### config.mk
export PLATFORM = sky130hd
export DESIGN_NAME = prio_irq_ctrl
export DESIGN_NICKNAME = d
export VERILOG_FILES = /design/src/rtl/pic_pkg.sv /design/src/rtl/pic_edge_flags.sv /design/src/rtl/pic_prio_pick.sv /design/src/rtl/pic_regs.sv /design/src/rtl/prio_irq_ctrl.sv
export SDC_FILE = /design/constraint.sdc
export NUM_CORES = 1
export LEC_CHECK = 0
export ABC_AREA = 1
export BUFFER_PORTS_ARGS = -buffer_cell sky130_fd_sc_hd__buf_2
export CORE_MARGIN = 5
export CORE_UTILIZATION = 55
export CTS_CLUSTER_DIAMETER = 120
export CTS_CLUSTER_SIZE = 10
export DETAILED_ROUTE_END_ITERATION = 8
export HOLD_SLACK_MARGIN = 0.06
export PLACE_DENSITY = 0.86
export SLEW_MARGIN = 10
export SYNTH_ARGS = -nofsm -noshare
export SYNTH_HDL_FRONTEND = slang
export SYNTH_SLANG_ARGS = --single-unit
### constraint.sdc
create_clock -name clk -period 14.8 [get_ports clk]
set_input_delay 1.48 -clock clk [delete_from_list [all_inputs] [get_ports clk]]
set_output_delay 1.48 -clock clk [all_outputs]
set_load 0.005 [all_outputs]
### src/rtl/pic_pkg.sv
package pic_pkg;
    parameter int NSRC   = 13;
    parameter int PRIO_W = 4;
    parameter int IDX_W  = $clog2(NSRC);
    parameter int ADDR_W = 5;
    parameter int DATA_W = 16;

    localparam int A_ENABLE  = 0;
    localparam int A_PENDING = 1;
    localparam int A_PRIO0   = 2;

    typedef enum logic [1:0] {
        S_IDLE   = 2'd0,
        S_ASSERT = 2'd1,
        S_GAP    = 2'd2
    } pic_state_e;
endpackage

### src/rtl/pic_edge_flags.sv
module pic_edge_flags
    import pic_pkg::*;
(
    input  logic            clk,
    input  logic            rst_n,
    input  logic [NSRC-1:0] req_i,
    input  logic [NSRC-1:0] clr_i,
    output logic [NSRC-1:0] pend_o
);
    logic [NSRC-1:0] req_q;
    logic [NSRC-1:0] rise;

    assign rise = req_i & ~req_q;

    genvar g;
    generate
        for (g = 0; g < NSRC; g++) begin : g_flag
            always_ff @(posedge clk or negedge rst_n) begin
                if (!rst_n) begin
                    req_q[g]  <= 1'b0;
                    pend_o[g] <= 1'b0;
                end else begin
                    req_q[g] <= req_i[g];
                    // a new event beats a clear on the same edge
                    if (rise[g])
                        pend_o[g] <= 1'b1;
                    else if (clr_i[g])
                        pend_o[g] <= 1'b0;
                end
            end

            // an edge always leaves the flag set
            p_rise_sets_r2: assert property (@(posedge clk) disable iff (!rst_n)
                rise[g] |=> pend_o[g]);
            // flag falls only with a clear request
            p_clear_only_r3: assert property (@(posedge clk) disable iff (!rst_n)
                $fell(pend_o[g]) |-> $past(clr_i[g]));
        end
    endgenerate
endmodule

### src/rtl/pic_prio_pick.sv
module pic_prio_pick
    import pic_pkg::*;
(
    input  logic                         clk,
    input  logic                         rst_n,
    input  logic [NSRC-1:0]              cand_i,
    input  logic [NSRC-1:0][PRIO_W-1:0]  prio_i,
    output logic                         valid_o,
    output logic [IDX_W-1:0]             idx_o
);
    logic [PRIO_W-1:0] best;

    always_comb begin
        valid_o = 1'b0;
        idx_o   = '0;
        best    = '0;
        for (int i = 0; i < NSRC; i++) begin
            // strict compare keeps the lower index on a tie
            if (cand_i[i] && (!valid_o || prio_i[i] > best)) begin
                valid_o = 1'b1;
                idx_o   = IDX_W'(i);
                best    = prio_i[i];
            end
        end
    end

    // the winner is a live candidate, and nothing live goes unseen
    p_win_live_r5: assert property (@(posedge clk) disable iff (!rst_n)
        valid_o |-> cand_i[idx_o]);
    p_none_live_r5: assert property (@(posedge clk) disable iff (!rst_n)
        !valid_o |-> (cand_i == '0));
endmodule

### src/rtl/pic_regs.sv
module pic_regs
    import pic_pkg::*;
(
    input  logic                         clk,
    input  logic                         rst_n,
    input  logic                         wr_i,
    input  logic [ADDR_W-1:0]            addr_i,
    input  logic [DATA_W-1:0]            wdata_i,
    input  logic [NSRC-1:0]              pend_i,
    output logic [DATA_W-1:0]            rdata_o,
    output logic [NSRC-1:0]              en_o,
    output logic [NSRC-1:0][PRIO_W-1:0]  prio_o,
    output logic [NSRC-1:0]              w1c_o
);
    always_ff @(posedge clk or negedge rst_n) begin
        if (!rst_n)
            en_o <= '0;
        else if (wr_i && addr_i == ADDR_W'(A_ENABLE))
            en_o <= wdata_i[NSRC-1:0];
    end

    assign w1c_o = (wr_i && addr_i == ADDR_W'(A_PENDING)) ? wdata_i[NSRC-1:0] : '0;

    genvar g;
    generate
        for (g = 0; g < NSRC; g++) begin : g_prio
            always_ff @(posedge clk or negedge rst_n) begin
                if (!rst_n)
                    prio_o[g] <= '0;
                else if (wr_i && addr_i == ADDR_W'(A_PRIO0 + g))
                    prio_o[g] <= wdata_i[PRIO_W-1:0];
            end
        end
    endgenerate

    always_comb begin
        rdata_o = '0;
        if (addr_i == ADDR_W'(A_ENABLE))
            rdata_o[NSRC-1:0] = en_o;
        else if (addr_i == ADDR_W'(A_PENDING))
            rdata_o[NSRC-1:0] = pend_i;
        else begin
            for (int i = 0; i < NSRC; i++)
                if (addr_i == ADDR_W'(A_PRIO0 + i))
                    rdata_o[PRIO_W-1:0] = prio_o[i];
        end
    end
endmodule

### src/rtl/prio_irq_ctrl.sv
module prio_irq_ctrl
    import pic_pkg::*;
(
    input  logic              clk,
    input  logic              rst_n,
    input  logic [12:0]       req_i,
    input  logic              reg_wr_i,
    input  logic [4:0]        reg_addr_i,
    input  logic [15:0]       reg_wdata_i,
    output logic [15:0]       reg_rdata_o,
    output logic              irq_o,
    output logic [3:0]        vec_o,
    input  logic              ack_i
);
    pic_state_e state_q, state_nx;

    logic [NSRC-1:0]             pend, en, w1c, ack_clr, live, live_prev;
    logic [NSRC-1:0][PRIO_W-1:0] prio;
    logic                        win_valid;
    logic [IDX_W-1:0]            win_idx;
    logic                        irq_q;
    logic [IDX_W-1:0]            vec_q;
    logic                        taken;

    assign live = pend & en;

    pic_regs u_regs (
        .clk(clk), .rst_n(rst_n),
        .wr_i(reg_wr_i), .addr_i(reg_addr_i), .wdata_i(reg_wdata_i),
        .pend_i(pend), .rdata_o(reg_rdata_o),
        .en_o(en), .prio_o(prio), .w1c_o(w1c)
    );

    pic_edge_flags u_flags (
        .clk(clk), .rst_n(rst_n),
        .req_i(req_i), .clr_i(w1c | ack_clr), .pend_o(pend)
    );

    pic_prio_pick u_pick (
        .clk(clk), .rst_n(rst_n),
        .cand_i(live), .prio_i(prio),
        .valid_o(win_valid), .idx_o(win_idx)
    );

    assign taken   = (state_q == S_ASSERT) && ack_i;
    assign ack_clr = taken ? (NSRC'(1) << vec_q) : '0;

    // state register
    always_ff @(posedge clk or negedge rst_n) begin
        if (!rst_n) state_q <= S_IDLE;
        else        state_q <= state_nx;
    end

    // transitions: grant, retire, withdraw, settle
    always_comb begin
        state_nx = state_q;
        unique case (state_q)
            S_IDLE:   if (win_valid)        state_nx = S_ASSERT;
            S_ASSERT: if (ack_i)            state_nx = S_GAP;
                      else if (!live[vec_q]) state_nx = S_IDLE;
            S_GAP:                          state_nx = S_IDLE;
            default:                        state_nx = S_IDLE;
        endcase
    end

    // registered outputs
    always_ff @(posedge clk or negedge rst_n) begin
        if (!rst_n) begin
            irq_q <= 1'b0;
            vec_q <= '0;
        end else begin
            irq_q <= (state_nx == S_ASSERT);
            if (state_q == S_IDLE && win_valid)
                vec_q <= win_idx;
        end
    end

    assign irq_o = irq_q;
    assign vec_o = vec_q;

    always_ff @(posedge clk or negedge rst_n) begin
        if (!rst_n) live_prev <= '0;
        else        live_prev <= live;
    end

    // a grant only goes to a source that was enabled and pending
    p_grant_live_r4: assert property (@(posedge clk) disable iff (!rst_n)
        $rose(irq_o) |-> live_prev[vec_o]);
    // no change of vector while the line stays high
    p_vec_stable_r7: assert property (@(posedge clk) disable iff (!rst_n)
        (irq_o && $past(irq_o)) |-> $stable(vec_o));
    // acknowledge drops the line, and it stays low one more cycle
    p_ack_drops_r8: assert property (@(posedge clk) disable iff (!rst_n)
        (irq_o && ack_i) |=> !irq_o);
    p_gap_low_r8: assert property (@(posedge clk) disable iff (!rst_n)
        $past(irq_o && ack_i) |=> !irq_o);
    // a dead presented source withdraws the line
    p_withdraw_r9: assert property (@(posedge clk) disable iff (!rst_n)
        (irq_o && !ack_i && !live[vec_o]) |=> !irq_o);
endmodule

======== After elaboration in Yosys (flattened, before gate mapping) ========
Cells that the tools add are included.
storage, ports and cells
  output and inout port bits .............. 21
  word-level logic and storage cells ...... 232
  bits in registers ....................... 98
  input port bits ......................... 38
cells by class
  magnitude comparators ................... 13
  eq/ne operators ......................... 16
  reduce and logical (&&, ||, !) cells .... 68
  shift-type cells ........................ 1
  bitwise operators ....................... 4
  mux-type cells .......................... 87
operator list
  operator                number
  $mux W4                 31
  $gt A4 B4 Y1            12
  $mux W1                 41
  $mux W13                3
  $eq A5 B4 Y1 const B    7
  $logic_and A1 B1 Y1     29
  $and A13 B13 Y13        2
  $reduce_bool A2 Y1      13
  $eq A5 B3 Y1 const B    4
  $not A13 Y13            1
  $or A13 B13 Y13         1
  $shl A1 B4 Y13 const A  1
  $logic_not A1 Y1        12
  $logic_or A1 B1 Y1      12
  $mux W3                 4
  $eq A5 B2 Y1 const B    2
  $mux W2                 5
  $mux W9                 1
  $eq A5 B1 Y1 const B    1
  $logic_not A5 Y1        1
  $lt A4 B5 Y1 const B    1
  $bmux W1 S4             1
  $eq A2 B1 Y1 const B    2
  $pmux W2 S2             1
  $logic_not A2 Y1        1

======== Logic depth before layout (Yosys ltp) ========
  word-level depth ........................ 53
  depth in mapped cells ................... 125
  mapped depth without buffers ............ 123

======== Hierarchy ========
A second synthesis with hierarchy kept.
second synthesis, totals
  cells, all modules ...................... 1001
  area, all modules ....................... 6941.7 um^2
by module, submodules not included
  module          instances  cells an instance  area each (um^2)
  pic_regs        1          418                3188.1
  pic_prio_pick   1          389                2220.9
  pic_edge_flags  1          91                 894.6
  prio_irq_ctrl   1          103                638.1

======== Worst setup path before layout ========
OpenSTA, ideal clock, no wires.
  path type ............................... reg-to-reg
  from .................................... reg u_regs.en_o[0]
  to ...................................... reg vec_q[3], in the netlist vec_o[3]
  path slack .............................. 1.932 ns
  cell stages (with the launch flop) ...... 120
  setup time .............................. 0.113 ns
  required time ........................... 14.687 ns
  arrival ................................. 12.755 ns
  cell sequence ........................... dfrtp_1 -> nand2_2 -> inv_1 -> nand2_1 -> ha_1 -> nand2_1 -> inv_2 -> nand2_1 -> nand2_1 -> nand2_1 -> nand2_1 -> nand2_2 -> o21ai_0 -> ha_1 -> inv_1 -> nor2_1 -> o21ai_1 -> nand2_1 -> [84 not listed] -> ha_1 -> nand2_1 -> o21bai_1 -> nand2_1 -> o21ai_0 -> nand2_1 -> nand2_1 -> or2_2 -> nand2_1 -> ha_1 -> inv_1 -> nor2_1 -> o21ai_0 -> nand2_1 -> a2111oi_0 -> nand4_1 -> nand2_1 -> inv_1
between the ends
  longest elaborated chain between the ends .. 51
  elaborated cells on any way between the ends .. 80
ends and longest elaborated chain
  what                                              RTL line             text
  from (decl)                                       pic_regs.sv:11       output logic [NSRC-1:0] en_o,
  from (signal assigned)                            pic_regs.sv:19       en_o <= wdata_i[NSRC-1:0];
  $and A13 B13 Y13 (*)                              prio_irq_ctrl.sv:25  assign live = pend & en;
  $mux W4 or $mux W1 (tied branches)                pic_prio_pick.sv:19  if (cand_i[i] && (!valid_o || prio_i[i] > best)) begin
  $gt A4 B4 Y1 or $logic_not A1 Y1 (tied branches)  pic_prio_pick.sv:19
  $logic_or A1 B1 Y1                                pic_prio_pick.sv:19
  $logic_and A1 B1 Y1                               pic_prio_pick.sv:19
  $mux W4 or $mux W1 (tied branches)                pic_prio_pick.sv:19
  $gt A4 B4 Y1 or $logic_not A1 Y1 (tied branches)  pic_prio_pick.sv:19
  $logic_or A1 B1 Y1                                pic_prio_pick.sv:19
  [35 not listed]                                   --
  $logic_or A1 B1 Y1                                pic_prio_pick.sv:19
  $logic_and A1 B1 Y1                               pic_prio_pick.sv:19
  $mux W4 or $mux W1 (tied branches)                pic_prio_pick.sv:19
  $gt A4 B4 Y1 or $logic_not A1 Y1 (tied branches)  pic_prio_pick.sv:19
  $logic_or A1 B1 Y1                                pic_prio_pick.sv:19
  $logic_and A1 B1 Y1                               pic_prio_pick.sv:19
  $mux W1                                           pic_prio_pick.sv:19
  $logic_and A1 B1 Y1                               prio_irq_ctrl.sv:73  if (state_q == S_IDLE && win_valid)
  to (signal assigned)                              prio_irq_ctrl.sv:74  vec_q <= win_idx;
  to (decl)                                         prio_irq_ctrl.sv:22  logic [IDX_W-1:0] vec_q;
Every way passes the cells marked *; elsewhere a longest branch is shown, timed or not.
A chain may end at the register's enable or synchronous reset.

======== Final worst setup path ========
  from .................................... reg u_flags.pend_o[0]
  to ...................................... reg vec_q[3], in the netlist vec_o[3]
between the ends
  longest elaborated chain between the ends .. 51
  elaborated cells on any way between the ends .. 80
ends and longest elaborated chain
  what                                              RTL line              text
  from (decl)                                       pic_edge_flags.sv:8   output logic [NSRC-1:0] pend_o
  from (signal, indexed assignment)                 pic_edge_flags.sv:21  pend_o[g] <= 1'b0;
  from (signal, indexed assignment)                 pic_edge_flags.sv:26  pend_o[g] <= 1'b1;
  from (signal, indexed assignment)                 pic_edge_flags.sv:28  pend_o[g] <= 1'b0;
  $and A13 B13 Y13 (*)                              prio_irq_ctrl.sv:25
  $mux W4 or $mux W1 (tied branches)                pic_prio_pick.sv:19
  $gt A4 B4 Y1 or $logic_not A1 Y1 (tied branches)  pic_prio_pick.sv:19
  $logic_or A1 B1 Y1                                pic_prio_pick.sv:19
  $logic_and A1 B1 Y1                               pic_prio_pick.sv:19
  $mux W4 or $mux W1 (tied branches)                pic_prio_pick.sv:19
  $gt A4 B4 Y1 or $logic_not A1 Y1 (tied branches)  pic_prio_pick.sv:19
  $logic_or A1 B1 Y1                                pic_prio_pick.sv:19
  [35 not listed]                                   --
  $logic_or A1 B1 Y1                                pic_prio_pick.sv:19
  $logic_and A1 B1 Y1                               pic_prio_pick.sv:19
  $mux W4 or $mux W1 (tied branches)                pic_prio_pick.sv:19
  $gt A4 B4 Y1 or $logic_not A1 Y1 (tied branches)  pic_prio_pick.sv:19
  $logic_or A1 B1 Y1                                pic_prio_pick.sv:19
  $logic_and A1 B1 Y1                               pic_prio_pick.sv:19
  $mux W1                                           pic_prio_pick.sv:19
  $logic_and A1 B1 Y1                               prio_irq_ctrl.sv:73
Marked as above.

==> flow_summary.ini <==
[floorplan]
rows = 39
die_area_um2 = 14100
initial_core_util_pct = 56.4
die_w_um = 119
core_region_area_um2 = 11500
die_h_um = 119
pin_count = 59

[pwr]
leakage_nw = 4.05
ir_drop_uv = 118
p_per_area_nw_per_um2 = 210

[clock_network]
cts_max_path_buffers = 2
cts-htree-levels = 3
cts_tree = done
clk_pin_slew_worst_paths_ns = 0.07
cts_buffers = 9
postCtsHoldBufs = 0
clock_latency_ns = 0.35
cts-root-buf = clkbuf_16
clock_sinks = 98

[synth]
synth-seq-cells = 98
synth_area_per_cell_um2 = 7.17
netlist_area_um2 = 6500
synth_area_leader_cell = dfrtp_1
synth_top_family_by_area = simple AND/OR/NAND/NOR gates
yosys_warnings = 0
synth_mux_area_share_pct = 0
synth_cell_types = 38
seq_area_frac_synth_pct = 37.8
synth_xor_area_share_pct = 0
syn_inst = 906
yosys.area_share.simple_pct = 28.0
synth-compound-area-share_pct = 16.4
synthAdderAreaFrac_pct = 8.28
synthTopCellsByArea = dfrtp_1 (38%), nand2_1 (15%), o21ai_0 (9.0%)
synth_top_area_share_pct = 37.8

[worst_hold_path]
min_to = u_flags.pend_o[0]
hold_depth = 1
min_from = u_flags.req_q[0]
hold_path_class = flop to flop

[sta]
hold_ws_ns = 0.414
fin_skew_ns = 0.00792
worst_pin_slew_ns = 1.05
period_minus_slack_ns = 14.00
hold_viol = 0
relSlewSlack_pct = 30.0
setup_viol = 0
final-max-slew-violation-count = 0
post-route-period-util_pct = 94.6
fmax_ghz = 0.0714

[detailed_routing]
drt_first_pass_iters = 8
vias_per_cell = 5.81
drtIter0Drc = 607
wl_per_cell_um = 16.2
drtAntennaViolNets = 0
drc = 0
vias = 6607
finalWirelength_mm = 18.5

[run]
cap_viol_max_count = 0

[layout]
finalNetCount = 1072
antenna_cells = 0
multiInputGateArea_um2 = 3770
drive_gt1_share_pct = 19.7
design_area_um2 = 7690
n_fill_cell = 884
seqCellArea_um2 = 2450
area_delta_synth_final_pct = 18.5

[placement]
gp_congestion = 0.922
port_buffers = 52
postPlaceCellArea_um2 = 6880
dp_hpwl_mm = 12.7

[global_routing]
grt_use_total_pct = 24.3
grt.overflow.total = 0
grt_pass1_wl_mm = 28.2
antenna_found_initial = 0
grt_pass1_vias = 6021
grt_max_degree = 82

[setup_path]
worstSetupStartpointType = flop
crit-reg2reg-capture = vec_o[3]
rr_worst_depth = 117
worstPathArrival_ns = 14.24
path_max_fanout = 8
r2r_start = u_flags.pend_o[0]
worstPathRequired_ns = 15.05
rrSetupSlack_ns = 0.80
crit_path_end_kind = flop
max_stage_delay_ns = 0.43
critical_path.most_common_cell = nand2_1
crit_type = flop to flop
critical-path-slowest-cell = dfrtp_1

[outcome]
status = complete, no violations
metal layers:
metal / part of all wire [%] / wire, um / GRT usage (%) / up-vias
met4: 4.4 / 816 / 10.6 / 0
met3: 7.3 / 1350 / 3.06 / 72
met5: 0 / 0 / 0 / -
met2: 48 / 8820 / 40.6 / 342
met1: 41 / 7500 / 31.9 / 3055
li1: - / - / - / 3138
sequential cells by signal (all words and copies together), names as in the netlist:
signal          cells
irq_o               1
state_q             2
u_flags.pend_o     13
u_flags.req_q      13
u_regs.en_o        13
u_regs.prio_o      52
vec_o               4
worst max-delay path by stage:
stage,from,to,slack (ns)
finish,u_flags.pend_o[0],vec_o[3],0.80
global route,u_flags.pend_o[0],vec_o[3],-0.53
CTS,u_flags.pend_o[0],vec_o[3],0.08
detailed placement,u_flags.pend_o[0],vec_o[3],0.13
global placement,u_flags.pend_o[0],vec_o[3],0.48
floorplan,u_regs.en_o[0],vec_o[3],1.93
power breakdown:
group	switching, mW	leakage, nW	internal, mW
combinational	0.606	2.71	0.409
sequential	0.0602	1.20	0.319
clock	0.105	0.133	0.115
cells by family (layout without fill, tap and decap cells):
| family | after synthesis | in the layout |
|---|---|---|
| compound gates | 190 | 190 |
| fa+ha+maj | 43 | 43 |
| buf+inv | 157 | 239 |
| flops | 98 | 98 |
| other cells | 1 | 3 |
| simple gates | 417 | 422 |
worst max-delay path, delay by kind of cell (launching register included):
family | cells | cell delay (ns)
compound gates | 22 | 2.83
fa+ha+maj | 12 | 3.42
flops | 1 | 0.43
buf+inv | 14 | 0.92
simple gates | 69 | 6.23
synthesized netlist by cell type (all sizes together):
cell type and instances:
or2 5, a22o 1, nand3b 1, ha 43, o21a 3, inv 142, nor3 6, nand4 19
o32ai 2, nand3 43, a211oi 2, conb 1, nand2 288, o21bai 7, o221ai 1, o22ai 16
a31oi 2, clkinv 1, dfrtp 98, o2111ai 3, and2 6, a221oi 5, a2111oi 1, buf 5
a32o 2, a221o 1, a21oi 26, o21ai 118, nor2 49, clkbuf 9
cell type report:
| type | count | area share, % |
|---|---|---|
| flip-flops and latches | 98 | 31.9 |
| clock buffers | 10 | 2.98 |
| multi-input cells | 658 | 49.0 |
| repair buffers | 81 | 6.24 |
| inverters | 143 | 7.06 |
| clock inverters | 5 | 0.520 |
| well taps | 143 | 2.33 |
placed cells by master, fill, tap and decap left out, types with 15 or more instances in the layout:
| cell | netlist | layout |
|---|---|---|
| nand2_1 | 262 | 246 |
| inv_1 | 136 | 132 |
| dfrtp_1 | 98 | 98 |
| o21ai_0 | 117 | 92 |
| buf_2 | 0 | 51 |
| nor2_1 | 47 | 46 |
| ha_1 | 43 | 37 |
| nand3_1 | 39 | 35 |
| nand2_2 | 22 | 31 |
| buf_4 | 3 | 30 |
| a21oi_1 | 26 | 23 |
| nand4_1 | 19 | 19 |
| nand2_4 | 4 | 16 |
| o22ai_1 | 16 | 16 |
| o21ai_2 | 0 | 15 |
per-stage QoR:
stage	total power, mW	util, %	worst slack, ns	std cells	setup TNS (ns)
floorplan	0.991	-	1.93	908	0
global placement	1.14	59.8	0.482	1091	0
detailed placement	1.17	59.8	0.128	1091	0
CTS	1.40	62.1	0.0823	1106	0
global route	1.76	66.8	-0.530	1138	-1.61
finish	1.61	66.8	0.804	1138	0
what timing repair did:
item,CTS,global route
cloned,0,5
buffers inserted,0,27
endpoints found under the setup margin,1,4
resized for setup,2,94
pin swaps,0,37
No activity file was read; power rests on OpenSTA's default activity.
